### config.mk
export PLATFORM = sky130hd
export DESIGN_NAME = ctrl_cmd_queue
export DESIGN_NICKNAME = d
export VERILOG_FILES = /design/src/rtl/cq_pkg.sv /design/src/rtl/cq_decode.sv /design/src/rtl/cq_queue.sv /design/src/rtl/cq_flag.sv /design/src/rtl/ctrl_cmd_queue.sv
export SDC_FILE = /design/constraint.sdc
export NUM_CORES = 1
export LEC_CHECK = 0
export ABC_AREA = 1
export BUFFER_PORTS_ARGS = -buffer_cell sky130_fd_sc_hd__buf_4
export CORE_ASPECT_RATIO = 0.5
export CORE_UTILIZATION = 30
export CTS_BUF_LIST = sky130_fd_sc_hd__clkbuf_2
export DETAILED_ROUTE_END_ITERATION = 12
export PLACE_DENSITY = 0.59
export SLEW_MARGIN = 20
export SYNTH_ARGS = -nofsm -noshare
export SYNTH_HDL_FRONTEND = slang
export SYNTH_SLANG_ARGS = --single-unit
### constraint.sdc
create_clock -name clk -period 4.9 [get_ports clk]
set_clock_uncertainty 0.1 [all_clocks]
set_input_delay 0.98 -clock clk [delete_from_list [all_inputs] [get_ports clk]]
set_output_delay 0.98 -clock clk [all_outputs]
set_load 0.02 [all_outputs]
### src/rtl/cq_pkg.sv
package cq_pkg;

    localparam int CMD_W = 8;
    localparam int OP_W  = CMD_W - 1;

    typedef enum logic [1:0] {
        CLS_MISC = 2'd0,
        CLS_DISC = 2'd1,
        CLS_TARG = 2'd2,
        CLS_INIT = 2'd3
    } cmd_class_e;

    typedef enum logic [1:0] {
        MODE_DISC = 2'd0,
        MODE_TARG = 2'd1,
        MODE_INIT = 2'd2,
        MODE_IDLE = 2'd3
    } op_mode_e;

    typedef struct packed {
        logic            dma;
        cmd_class_e      cls;
        logic [OP_W-1:0] op;
    } cmd_entry_t;

    localparam int ENTRY_W = $bits(cmd_entry_t);

    localparam logic [OP_W-1:0] OP_CHIP_RESET = 7'h02;

    // Class bits sit in op[6:4]; more than one set is not a class.
    function automatic logic class_ambiguous(logic [OP_W-1:0] op);
        return $countones(op[6:4]) > 1;
    endfunction

    function automatic cmd_class_e class_of(logic [OP_W-1:0] op);
        cmd_class_e c;
        case (op[6:4])
            3'b100:  c = CLS_DISC;
            3'b010:  c = CLS_TARG;
            3'b001:  c = CLS_INIT;
            default: c = CLS_MISC;
        endcase
        return c;
    endfunction

    function automatic logic op_defined(logic [OP_W-1:0] op);
        logic d;
        case (op[6:4])
            3'b000:  d = (op[3:0] <= 4'h4);
            3'b100:  d = (op[3:0] <= 4'h6);
            3'b010:  d = (op[3:0] <= 4'hB) && (op[3:0] != 4'h6);
            3'b001:  d = (op[3:0] <= 4'h2) || (op[3:0] == 4'h8) ||
                         (op[3:0] == 4'hA) || (op[3:0] == 4'hB);
            default: d = 1'b0;
        endcase
        return d;
    endfunction

    function automatic logic class_fits_mode(cmd_class_e c, op_mode_e m);
        logic ok;
        case (c)
            CLS_MISC: ok = 1'b1;
            CLS_DISC: ok = (m == MODE_DISC);
            CLS_TARG: ok = (m == MODE_TARG);
            CLS_INIT: ok = (m == MODE_INIT);
            default:  ok = 1'b0;
        endcase
        return ok;
    endfunction

endpackage

### src/rtl/cq_decode.sv
module cq_decode
    import cq_pkg::*;
(
    input  logic [CMD_W-1:0] byte_in,
    input  op_mode_e         mode,
    output cmd_entry_t       entry,
    output logic             legal,
    output logic             is_chip_reset
);
    logic [OP_W-1:0] op;
    cmd_class_e      cls;

    always_comb begin
        op            = byte_in[OP_W-1:0];
        cls           = class_of(op);
        entry.dma     = byte_in[CMD_W-1];
        entry.cls     = cls;
        entry.op      = op;
        legal         = op_defined(op) && !class_ambiguous(op) &&
                        class_fits_mode(cls, mode);
        is_chip_reset = (op == OP_CHIP_RESET);
    end

    // a reset-chip byte is accepted in every mode
    always_comb begin
        if (is_chip_reset) begin
            chip_reset_legal_chk: assert (legal);
        end
    end

endmodule

### src/rtl/cq_queue.sv
module cq_queue #(
    parameter int WIDTH = 10,
    parameter int DEPTH = 2
) (
    input  logic             clk,
    input  logic             rst,
    input  logic             flush,
    input  logic             push,
    input  logic             accept,
    input  logic [WIDTH-1:0] din,
    output logic [WIDTH-1:0] head,
    output logic             head_valid,
    output logic             full
);
    localparam int CNT_W = $clog2(DEPTH + 1);

    logic [WIDTH-1:0] slot_q [DEPTH];
    logic [CNT_W-1:0] cnt_q;
    logic [CNT_W-1:0] base;
    logic             pop;
    logic             room;

    assign pop        = accept && (cnt_q != '0);
    assign room       = (cnt_q < CNT_W'(DEPTH)) || pop;
    assign base       = cnt_q - CNT_W'(pop);
    assign head       = slot_q[0];
    assign head_valid = (cnt_q != '0);
    assign full       = (cnt_q == CNT_W'(DEPTH));

    always_ff @(posedge clk) begin
        if (rst || flush) begin
            cnt_q <= '0;
        end else begin
            cnt_q <= base + CNT_W'(push && room);
        end
    end

    for (genvar i = 0; i < DEPTH; i++) begin : g_slot
        logic [WIDTH-1:0] shifted;
        if (i == DEPTH - 1) begin : g_last
            assign shifted = '0;
        end else begin : g_mid
            assign shifted = slot_q[i+1];
        end

        always_ff @(posedge clk) begin
            if (rst) begin
                slot_q[i] <= '0;
            end else if (!flush) begin
                if (push && room && (base == CNT_W'(i))) begin
                    slot_q[i] <= din;
                end else if (pop) begin
                    slot_q[i] <= shifted;
                end
            end
        end
    end

    // the parent never pushes into a queue without room
    no_overflow_chk: assert property (@(posedge clk) disable iff (rst)
        push |-> room);

    // an unaccepted head is held unchanged
    head_hold_chk: assert property (@(posedge clk) disable iff (rst)
        (head_valid && !accept && !flush) |=> (head_valid && $stable(head)));

    // the second entry moves to the head on accept
    advance_chk: assert property (@(posedge clk) disable iff (rst)
        (pop && (cnt_q > CNT_W'(1)) && !flush) |=>
            (head_valid && (head == $past(slot_q[1]))));

endmodule

### src/rtl/cq_flag.sv
module cq_flag (
    input  logic clk,
    input  logic rst,
    input  logic clear,
    input  logic set,
    input  logic ack,
    output logic flag
);
    always_ff @(posedge clk) begin
        if (rst || clear) begin
            flag <= 1'b0;
        end else if (set) begin
            flag <= 1'b1;
        end else if (ack) begin
            flag <= 1'b0;
        end
    end

    // the flag is sticky until acknowledged
    sticky_chk: assert property (@(posedge clk) disable iff (rst)
        (flag && !ack && !clear) |=> flag);

    // a new event beats a simultaneous acknowledge
    set_wins_chk: assert property (@(posedge clk) disable iff (rst)
        (set && !clear) |=> flag);

endmodule

### src/rtl/ctrl_cmd_queue.sv
module ctrl_cmd_queue
    import cq_pkg::*;
#(
    parameter int QUEUE_DEPTH = 2
) (
    input  logic            clk,
    input  logic            rst,
    input  logic [1:0]      mode,
    input  logic            wr_en,
    input  logic [7:0]      wr_data,
    input  logic            cmd_accept,
    input  logic            irq_ack,
    output logic            cmd_valid,
    output logic [6:0]      cmd_op,
    output logic            cmd_dma,
    output logic [1:0]      cmd_class,
    output logic            illegal_cmd,
    output logic            chip_reset
);
    cmd_entry_t dec_entry;
    cmd_entry_t head_entry;
    logic       dec_legal;
    logic       dec_rchip;
    logic       q_full;
    logic       take;
    logic       push;
    logic       flush;
    logic       raise;
    logic       chip_reset_q;

    cq_decode u_dec (
        .byte_in       (wr_data),
        .mode          (op_mode_e'(mode)),
        .entry         (dec_entry),
        .legal         (dec_legal),
        .is_chip_reset (dec_rchip)
    );

    assign take  = wr_en && dec_legal && !dec_rchip;
    assign push  = take && (!q_full || (cmd_accept && cmd_valid));
    assign flush = wr_en && dec_rchip;
    assign raise = (wr_en && !dec_legal) || (take && !push);

    cq_queue #(
        .WIDTH (ENTRY_W),
        .DEPTH (QUEUE_DEPTH)
    ) u_q (
        .clk        (clk),
        .rst        (rst),
        .flush      (flush),
        .push       (push),
        .accept     (cmd_accept),
        .din        (dec_entry),
        .head       (head_entry),
        .head_valid (cmd_valid),
        .full       (q_full)
    );

    cq_flag u_flag (
        .clk   (clk),
        .rst   (rst),
        .clear (flush),
        .set   (raise),
        .ack   (irq_ack),
        .flag  (illegal_cmd)
    );

    always_ff @(posedge clk) begin
        if (rst) begin
            chip_reset_q <= 1'b0;
        end else begin
            chip_reset_q <= flush;
        end
    end

    assign chip_reset = chip_reset_q;
    assign cmd_op     = head_entry.op;
    assign cmd_dma    = head_entry.dma;
    assign cmd_class  = head_entry.cls;


    illegal_raise_chk: assert property (@(posedge clk) disable iff (rst)
        (wr_en && !dec_legal) |=> illegal_cmd);


    drop_full_chk: assert property (@(posedge clk) disable iff (rst)
        (take && q_full && !cmd_accept) |=>
            (illegal_cmd && cmd_valid && $stable(cmd_op)));


    chip_reset_chk: assert property (@(posedge clk) disable iff (rst)
        flush |=> (!cmd_valid && !illegal_cmd && chip_reset));

    // pulse is a single cycle
    pulse_len_chk: assert property (@(posedge clk) disable iff (rst)
        (chip_reset && !flush) |=> !chip_reset);

    // the class matches the class bits of the held operation
    class_field_chk: assert property (@(posedge clk) disable iff (rst)
        cmd_valid |-> ((cmd_class == 2'd1) == cmd_op[6]) &&
                      ((cmd_class == 2'd2) == cmd_op[5]) &&
                      ((cmd_class == 2'd3) == cmd_op[4]));

endmodule

==> flow_metrics.env <==
export IMPL_hold_class="flip-flop to flip-flop"
export IMPL_postCtsSetupRepairBufs=0
export IMPL_total_power_w=0.000627
export IMPL_io_pin_count=28
export IMPL_finalWirelength_mm=2.74
export IMPL_syn_instance_count=176
export IMPL_synth_seq_area_share_pct=47.0
export IMPL_outcome="finished, final reports clean"
export IMPL_critPathLaunchType="input pin"
export IMPL_globalRoute_totalOverflow=0
export IMPL_first_pass_grt_wire_length_mm=4.56
export IMPL_cts_num_sinks=24
export IMPL_synth_compound_area_share_pct=3.89
export IMPL_floorplan_die_area_um2=5120
export IMPL_dominant_register_cell_in_the_synthesized_netlist="edfxtp_1"
export IMPL_syn2layout_area_growth_pct=21.4
export IMPL_yosysTopAreaCell="edfxtp_1"
export IMPL_clk_slew_on_worst_s_h_paths_ns=0.22
export IMPL_vias=1110
export IMPL_min_period_ns=2.98
export IMPL_combinationalPowerShare_pct=34.6
export IMPL_drv_slew=0
export IMPL_number_of_maximum_capacitance_violations=0
export IMPL_synth_enable_flop_cells=20
export IMPL_post_synth_xor_area_fraction_pct=1.21
export IMPL_synth_area_per_cell_um2=8.23
export IMPL_total_switching_power_w=0.000213
export IMPL_cts_hold_fix_buffers=0
export IMPL_cts_resized=0
export IMPL_antenna_violating_nets_left=0
export IMPL_ctsHtreeMaxLevel=1
export IMPL_wl_met3_um=135
export IMPL_antenna_cells=0
export IMPL_syn_area_um2=1450
export IMPL_synth_most_common_cell="nand2_1"
export IMPL_cellLeakagePower_nw=0.864
export IMPL_max_freq_mhz=336
export IMPL_top_layer_used="met4"
export IMPL_netSwitchingFraction_pct=33.9
export IMPL_dp_hpwl_mm=2.24
export IMPL_crit_end_category="flip-flop"
export IMPL_timing_worst_setup_path_type="input pin to flip-flop"
export IMPL_timing_hold_violations_final=0
export IMPL_seq_power_share_pct=44.5
export IMPL_grt_pass1_vias=1020
export IMPL_slew_limit_headroom_pct=67.8
export IMPL_final_setup_viol_count=0
export IMPL_drt_pre_antenna_iters=4
export IMPL_grtUsageTotal_pct=11.7
export IMPL_cp_arrival_ns=2.91
export IMPL_ir_drop_v=0.000106
export IMPL_critical_path_top_delay_family="simple AND/OR/NAND/NOR gates"
export IMPL_cts_root_buffer_cell="clkbuf_2"
export IMPL_worst_hold_slack_ns=0.480
export IMPL_detail_route_wl_per_cell_um=10.1
export IMPL_m1WireLength_mm=1.45
export IMPL_synth_area_leaders="edfxtp_1 41%, nand2_1 10%, nand3_1 8.3%"
export IMPL_largest_net_degree_at_the_start_of_global_routing=15
export IMPL_die_width_um=100
export IMPL_gp_congestion=0.876
export IMPL_critical_path_buf_inv_count=3
export IMPL_postSynthRegisterBits=24
export IMPL_synth_warning_count=0
export IMPL_tightest_slew_ns=0.481
export IMPL_nets=226
export IMPL_synth_adder_area_share_pct=5.19
export IMPL_synth_top_family_by_area="simple AND/OR/NAND/NOR gates"
export IMPL_clock_path_buffers=2
export IMPL_cts_inserted_buffers=3
export IMPL_leading_cell_types_by_count_after_synthesis="40 x nand2_1, 25 x inv_1, 24 x nand3_1, 20 x edfxtp_1, 18 x nor2_1"
export IMPL_power_frac_clock_pct=20.8
export IMPL_powerDensity_nw_per_um2=357
export IMPL_core_area_um2=4510
export IMPL_drc=0
export IMPL_synth_nets=197
export IMPL_post_route_cells_drive_above_1_share_pct=26.0
export IMPL_cts_tree="built"
export IMPL_clk_insertion_delay_late_ns=0.34
export IMPL_critical_path_slowest_cell="nand2_1"
export IMPL_initial_utilization_pct=32.1
export IMPL_synthMuxAreaShare_pct=0
export IMPL_crit_path_frequent_cell="nand2_1"
export IMPL_buffer_ports_inserted=27
export IMPL_first_iter_violations=64
export IMPL_rsz0062_at_grt="no"
export IMPL_synth_simple_area_share_pct=34.1
export IMPL_antenna_found_initial=0
export IMPL_die_height_um=51.1
export IMPL_intPower_w=0.000414
export IMPL_cp_required_ns=4.83
export IMPL_critical_path_peak_fanout=11
export IMPL_routed_via_density=4.11
export IMPL_met2WireLength_mm=1.13
export IMPL_final_period_utilization_pct=60.8
export IMPL_synthArstFlopShare_pct=0
export IMPL_synth_distinct_cells=23
export IMPL_core_rowCount=17
export IMPL_cp_cell_sequence="buf_4 > inv_1 > ha_1 > nand2_2 > nand2_1 > nand2_1 > inv_1 > nand2_1 > nand2_1 > nand2_1 > nor2_1 > nand4_1 > nand2_1"
export IMPL_tns_ns=0
export IMPL_yosysTopAreaCellShare_pct=41.5
export IMPL_cpPeakStageDelay_ns=0.50
[registers in the layout, summed over array words and instances (netlist names)]
signal,cells
u_q.cnt_q,2
chip_reset,1
u_q.slot_q,20
u_flag.flag,1
[worst min-delay path: cells and delay by family, from the launching register on]
kind / cells / cell delay [ns]
flops: 1 / 0.37
simple gates: 2 / 0.13
[final cells by class]
cell class | count | area (um2)
inverters | 28 | 105
well taps | 66 | 82.6
fillers | 475 | 2750
clock buffers | 3 | 15.0
multi-input cells | 121 | 642
flip-flops and latches | 24 | 681
repair buffers | 27 | 203
clock inverters | 1 | 30.0
[metal layers]
metal	vias up	global-route usage [%]
li1	621	-
met1	469	16.2
met2	18	17.7
met3	2	3.15
met4	0	3.62
met5	-	0
[power by group through the flow]
stage          sequential [W]  combinational, W  clock (W)
6_report             0.000279          0.000217   0.000131
5_1_grt              0.000284          0.000243   0.000143
4_1_cts              0.000280          0.000219   0.000134
3_5_place_dp         0.000285          0.000218          0
3_3_place_gp         0.000286          0.000215          0
2_1_floorplan        0.000306          0.000127          0
[stage by stage]
| step | utilization (%) | std cells | setup WS, ns | area (um2) |
|---|---|---|---|---|
| floorplan | - | 176 | 2.02 | 1450 |
| global placement | 38.0 | 266 | 1.63 | 1710 |
| detailed placement | 38.0 | 266 | 1.53 | 1710 |
| CTS | 39.0 | 270 | 1.92 | 1760 |
| global route | 39.0 | 270 | 1.64 | 1760 |
| finish | 39.0 | 270 | 1.92 | 1760 |
[placed cells by master, fill, tap and decap left out]
cell,instances
nand2_1,40
buf_4,27
inv_1,25
nand3_1,24
edfxtp_1,20
nor2_1,18
nor2_2,12
a21oi_1,7
ha_1,6
dfxtp_1,4
inv_2,3
nand2_2,3
clkbuf_2,3
nor2_4,2
nand4_1,2
o21ai_2,1
a21o_1,1
o21ai_0,1
nand4_4,1
xor2_1,1
nor3_1,1
xnor2_1,1
bufinv_16,1
[final timing paths]
path	startpoint	endpoint	slack [ns]	cells after the start
max	wr_data[5]	u_q.slot_q[0][0]	1.92	13
min	u_q.slot_q[1][0]	u_q.slot_q[0][0]	0.48	2
max reg2reg	u_q.cnt_q[0]	u_q.slot_q[0][0]	2.36	9
min reg2reg	u_q.slot_q[1][0]	u_q.slot_q[0][0]	0.48	2
[cells by family after synthesis]
kind of cell	after synthesis
xor+xnor	2
simple gates	103
flops	24
buf+inv	31
fa+ha+maj	6
compound gates	10
No activity file was read; power rests on OpenSTA's default activity.
